`config.mk`:
```
export PLATFORM = sky130hd
export DESIGN_NAME = refresh_sched
export DESIGN_NICKNAME = d
export VERILOG_FILES = /design/src/rtl/refresh_pkg.sv /design/src/rtl/rs_tick.sv /design/src/rtl/rs_debt.sv /design/src/rtl/rs_window.sv /design/src/rtl/refresh_sched.sv
export SDC_FILE = /design/constraint.sdc
export NUM_CORES = 1
export LEC_CHECK = 0
export BUFFER_PORTS_ARGS = -buffer_cell sky130_fd_sc_hd__buf_2
export CORE_MARGIN = 1.5
export CORE_UTILIZATION = 53
export CTS_CLUSTER_DIAMETER = 120
export CTS_CLUSTER_SIZE = 25
export DETAILED_ROUTE_END_ITERATION = 10
export GPL_ROUTABILITY_DRIVEN = 0
export PLACE_DENSITY_LB_ADDON = 0.25
export SLEW_MARGIN = 5
export SYNTH_ARGS = -nofsm -noshare
export SYNTH_HDL_FRONTEND = slang
export SYNTH_SLANG_ARGS = --single-unit
```
`constraint.sdc`:
```
create_clock -name clk -period 2.9 [get_ports clk]
set_input_delay 0.145 -clock clk [delete_from_list [all_inputs] [get_ports clk]]
set_output_delay 0.145 -clock clk [all_outputs]
set_load 0.005 [all_outputs]
```
`src/rtl/refresh_pkg.sv`:
```
package refresh_pkg;
  typedef enum logic [2:0] {
    ST_IDLE  = 3'd0,
    ST_PRE   = 3'd1,
    ST_REQ   = 3'd2,
    ST_SRPRE = 3'd3,
    ST_SELF  = 3'd4
  } rs_state_t;
endpackage

```
`src/rtl/rs_tick.sv`:
```
module rs_tick #(
  parameter int INTERVAL_CYC = 1040
) (
  input  logic clk,
  input  logic rst_n,
  input  logic run,
  input  logic clear,
  output logic tick
);
  localparam int W = (INTERVAL_CYC > 2) ? $clog2(INTERVAL_CYC) : 1;
  localparam logic [W-1:0] LAST = W'(INTERVAL_CYC - 1);

  logic [W-1:0] cnt;

  assign tick = run && (cnt == LAST);

  always_ff @(posedge clk or negedge rst_n) begin
    if (!rst_n) cnt <= '0;
    else if (clear) cnt <= '0;
    else if (run) cnt <= tick ? '0 : cnt + 1'b1;
  end
endmodule

```
`src/rtl/rs_debt.sv`:
```
module rs_debt #(
  parameter int DEBT_MAX  = 8,
  parameter int URGENT_AT = 7
) (
  input  logic clk,
  input  logic rst_n,
  input  logic inc,
  input  logic dec,
  input  logic clear,
  output logic owed,
  output logic urgent
);
  localparam int W = $clog2(DEBT_MAX + 1);
  localparam logic [W-1:0] TOP = W'(DEBT_MAX);
  localparam logic [W-1:0] URG = W'(URGENT_AT);

  logic [W-1:0] debt;

  assign owed   = (debt != '0);
  assign urgent = (debt >= URG);

  always_ff @(posedge clk or negedge rst_n) begin
    if (!rst_n) debt <= '0;
    else if (clear) debt <= '0;
    else begin
      case ({inc, dec})
        2'b10: if (debt != TOP) debt <= debt + 1'b1;
        2'b01: if (debt != '0) debt <= debt - 1'b1;
        default: debt <= debt;
      endcase
    end
  end
endmodule

```
`src/rtl/rs_window.sv`:
```
module rs_window #(
  parameter int LEN = 10
) (
  input  logic clk,
  input  logic rst_n,
  input  logic load,
  output logic busy
);
  localparam int W = $clog2(LEN + 1);

  logic [W-1:0] cnt;

  assign busy = (cnt != '0);

  always_ff @(posedge clk or negedge rst_n) begin
    if (!rst_n) cnt <= '0;
    else if (load) cnt <= W'(LEN);
    else if (busy) cnt <= cnt - 1'b1;
  end
endmodule

```
`src/rtl/refresh_sched.sv`:
```
module refresh_sched
  import refresh_pkg::*;
#(
  parameter int INTERVAL_CYC = 1040,
  parameter int DEBT_MAX     = 8,
  parameter int URGENT_AT    = 7,
  parameter int TRFC_CYC     = 10,
  parameter int XSNR_CYC     = 10,
  parameter int XSRD_CYC     = 200
) (
  input  logic clk,
  input  logic rst_n,
  input  logic banks_idle,
  input  logic ref_gnt,
  input  logic sr_enter,
  input  logic sr_exit,
  output logic pre_req,
  output logic ref_req,
  output logic ref_urgent,
  output logic act_block,
  output logic cmd_block,
  output logic read_block,
  output logic cke
);
  rs_state_t state, state_nx;
  logic tick, owed, urgent_lvl, grant, sr_leave;
  logic rfc_busy, xsnr_busy, xsrd_busy, quiet;

  assign grant    = (state == ST_REQ) && ref_gnt;
  assign sr_leave = (state == ST_SELF) && sr_exit;
  assign quiet    = !rfc_busy && !xsnr_busy;

  rs_tick #(.INTERVAL_CYC(INTERVAL_CYC)) u_tick (
    .clk(clk), .rst_n(rst_n), .run(state != ST_SELF), .clear(sr_leave), .tick(tick)
  );

  rs_debt #(.DEBT_MAX(DEBT_MAX), .URGENT_AT(URGENT_AT)) u_debt (
    .clk(clk), .rst_n(rst_n), .inc(tick), .dec(grant), .clear(sr_leave),
    .owed(owed), .urgent(urgent_lvl)
  );

  rs_window #(.LEN(TRFC_CYC)) u_rfc (
    .clk(clk), .rst_n(rst_n), .load(grant), .busy(rfc_busy)
  );
  rs_window #(.LEN(XSNR_CYC)) u_xsnr (
    .clk(clk), .rst_n(rst_n), .load(sr_leave), .busy(xsnr_busy)
  );
  rs_window #(.LEN(XSRD_CYC)) u_xsrd (
    .clk(clk), .rst_n(rst_n), .load(sr_leave), .busy(xsrd_busy)
  );

  always_comb begin
    state_nx = state;
    case (state)
      ST_IDLE: begin
        if (quiet) begin
          if (sr_enter) state_nx = ST_SRPRE;
          else if (owed) state_nx = ST_PRE;
        end
      end
      ST_PRE:   if (banks_idle) state_nx = ST_REQ;
      ST_REQ:   if (ref_gnt) state_nx = ST_IDLE;
      ST_SRPRE: if (banks_idle) state_nx = ST_SELF;
      ST_SELF:  if (sr_exit) state_nx = ST_IDLE;
      default:  state_nx = ST_IDLE;
    endcase
  end

  always_ff @(posedge clk or negedge rst_n) begin
    if (!rst_n) state <= ST_IDLE;
    else state <= state_nx;
  end

  assign pre_req    = (state == ST_PRE) || (state == ST_SRPRE);
  assign ref_req    = (state == ST_REQ);
  assign cke        = (state != ST_SELF);
  assign act_block  = urgent_lvl && cke;
  assign ref_urgent = urgent_lvl && (pre_req || ref_req);
  assign cmd_block  = rfc_busy || xsnr_busy;
  assign read_block = cmd_block || xsrd_busy;
endmodule

```
==> qor.txt <==
Reg power frac - 46.7%
WS Path Type - reg -> reg
WP data arrival - 2.66 ns
CTS buffer count - 5
Gr usage total - 21.8%
Rows - 21
Setup Skew - 0.0111 ns
VDD IR-drop max - 0.562 mV
Area of the die - 0.00410 sq mm
Seq/Total Area, Yosys - 43.1%
Comb power frac - 35.1%
Port Buffer Count - 12
CTS tree - built
Final Non-Filler Cells - 284
Area added between synthesis and finish - 10.9%
Setup WS post-layout - 0.404 ns
PwrDens - 897 mW/mm^2
Syn_nets - 234
N_diodes - 0
Slew HR - 49.1%
H-Tree Depth - 2
HPWL Detailed - 2660 um
Hold buffers post-CTS - 1
Mapped Area - 0.00198 sq mm
Via count - 1598
First-pass GRT wire length - 6930 um
Die X - 64.1 um
Maxcap violations - 0
Maximum net fanout on the critical path - 7
Most frequent cell after synthesis - dfrtp_1
Fmax - 401 MHz
Final core utilization - 63.6%
Crit. End Element - flop
Total gr overflow - 0
Clock Sinks - 34
Die extent in y - 64.1 um
Initial Util - 57.4%
Syn_area_per_cell - 8.98 sq um
CTS clock-pin slew for the worst setup and hold paths - 0.07 ns
Postcts setup bufs - 0
EDFF count, synth - 0
Leakage Power - 0.939 nW
Clock buffer depth - 2
Drt first pass iters - 4
Worst-Margin Slew - 0.763 ns
Yosys top cell by area - dfrtp_1
Number of remaining DRC errors - 0
Pre-CTS setup slack - 0.419 ns
Post-synth cell types - 47
Worst hold path type - in -> reg
Sequential cell area - 851 sq um
Sw power - 752 uW
Fin. max-slew vios - 0
1st-iter DRT viols - 145
Int Power - 1.21 mW
Setup TNS - 0 ns
Post-synth top flop - dfrtp_1
Final Cycle Share - 86.1%
Top Ports - 13
Filler cells - 280
Post-synth ARST share - 100%
Final nets - 251
Post-synthesis register bit count - 34
DP Cell Count - 275
Period minus WS final - 2.50 ns
Status - completed
Yosys warns - 0
Final WL - 3770 um
CORE AREA - 0.00344 sq mm
Final hold viol count - 0
Clock latency on the worst-skew pair - 0.29 ns
Clock group share of total power - 18.2%
Switching Fraction - 38.3%
Top post-synthesis cells by count - dfrtp_1, nor2_1, nand2_1
Vias per cell - 5.63
Antenna viol nets, final - 0
Initial antenna violation count - 0
Root buffer cell - clkbuf_8
Yosys top cell area share - 43.1%
Share of layout cells above drive strength 1 - 13.0%
Post-Syn Instances - 220
Critical Path RT - 3.06 ns
Delay of the slowest cell on the worst path - 0.59 ns
Critical path's slowest cell - or4b_4
Per-cell routed wire length - 13.3 um
Largest net degree at the start of global routing - 35
Multi-input combinational cell area - 0.00106 sq mm
CP cell instances - or4b_4, nor4_4, nor2_1, ha_1, o21a_1, nor3_1, nor3b_1, a41oi_1, a21oi_1
Post-cts repair resize count - 0
Vias in the first global route - 1558
Synth area leaders - dfrtp_1, nor2_1, ha_1, o21ai_0, nand2_1
CP Launch Type - flop
Final setup fails - 0
RSZ-0062 raised after global routing - false
-- power groups by stage --
stage	combinational [mW]	sequential, mW	clock [mW]
2_1_floorplan	0.592	0.854	0
3_3_place_gp	0.672	0.913	0
3_5_place_dp	0.692	0.916	0
4_1_cts	0.699	0.912	0.372
5_1_grt	0.805	0.960	0.387
6_report	0.689	0.918	0.358
-- kinds of logic after synthesis --
group / count (synthesis) / synth area share [%]
multiplexers: 5 / 2.66
AND/OR/NAND/NOR: 100 / 26.7
XOR/XNOR: 9 / 3.99
AO/OA/AOI/OAI: 48 / 15.3
adder cells (fa/ha/maj): 8 / 5.07
flip-flops: 34 / 43.1
buffers and inverters: 16 / 3.23
-- path summary, 6_finish.rpt --
kind	startpoint	slack [ns]	cells after the start	to
worst min register to register	u_xsnr.cnt[3]	0.50	1	u_xsnr.cnt[3]
worst max-delay path	u_tick.cnt[5]	0.40	9	u_debt.debt[3]
worst max register to register	u_tick.cnt[5]	0.40	9	u_debt.debt[3]
min in group asynchronous	rst_n	0.46	2	u_rfc.cnt[3]
max in group asynchronous	rst_n	1.94	2	u_xsrd.cnt[3]
worst min-delay path	banks_idle	0.11	2	state[2]
-- worst max-delay path: cells and delay by family, from the launching register on --
family,cells,cell delay [ns]
DFF,1,0.44
adders and majority gates,1,0.34
AOI/OAI and AO/OA,3,0.37
and+or+nand+nor,5,1.22
-- metal layers --
layer | vias to the layer above | track usage [%] | routed length, um
li1 | 824 | - | -
met1 | 735 | 28.7 | 1940
met2 | 32 | 34.1 | 1610
met3 | 7 | 5.99 | 170
met4 | 0 | 8.15 | 52
met5 | - | 0 | 0
-- placed cells by master (no fill, tap or decap), types with 4 or more instances in the layout --
master	n
a31oi_1	5
nor4_1	4
a21oi_1	6
o31ai_1	4
nand3_1	9
o21ai_0	17
ha_1	8
o211ai_1	4
dfrtp_1	34
buf_2	12
nand2_1	21
inv_1	10
xnor2_1	6
clkbuf_8	6
nor2_1	28
nand2b_1	6
nor3_1	12
-- final cells by class --
class | instances | share of cell area, %
Multi-Input combinational cell | 170 | 48.4
Sequential cell | 34 | 38.8
Timing Repair Buffer | 16 | 4.23
Clock buffer | 7 | 3.94
Tap cell | 46 | 2.63
Inverter | 10 | 1.71
Clock inverter | 1 | 0.228
-- sequential cells by signal (all words and copies together), names as in the netlist --
name and flops:
u_xsnr.cnt 4, u_rfc.cnt 4, u_tick.cnt 11, u_debt.debt 4, state 3, u_xsrd.cnt 8
-- metrics by stage --
stage	hold slack (ns)	instance area [sq um]	total power [mW]
after floorplan	-0.151	1980	1.45
after global routing	0.116	2190	2.15
after global placement	0.258	2090	1.59
after detailed placement	0.265	2090	1.61
after CTS	0.112	2190	1.98
final	0.115	2190	1.96
(Power assumes the default switching activity.)
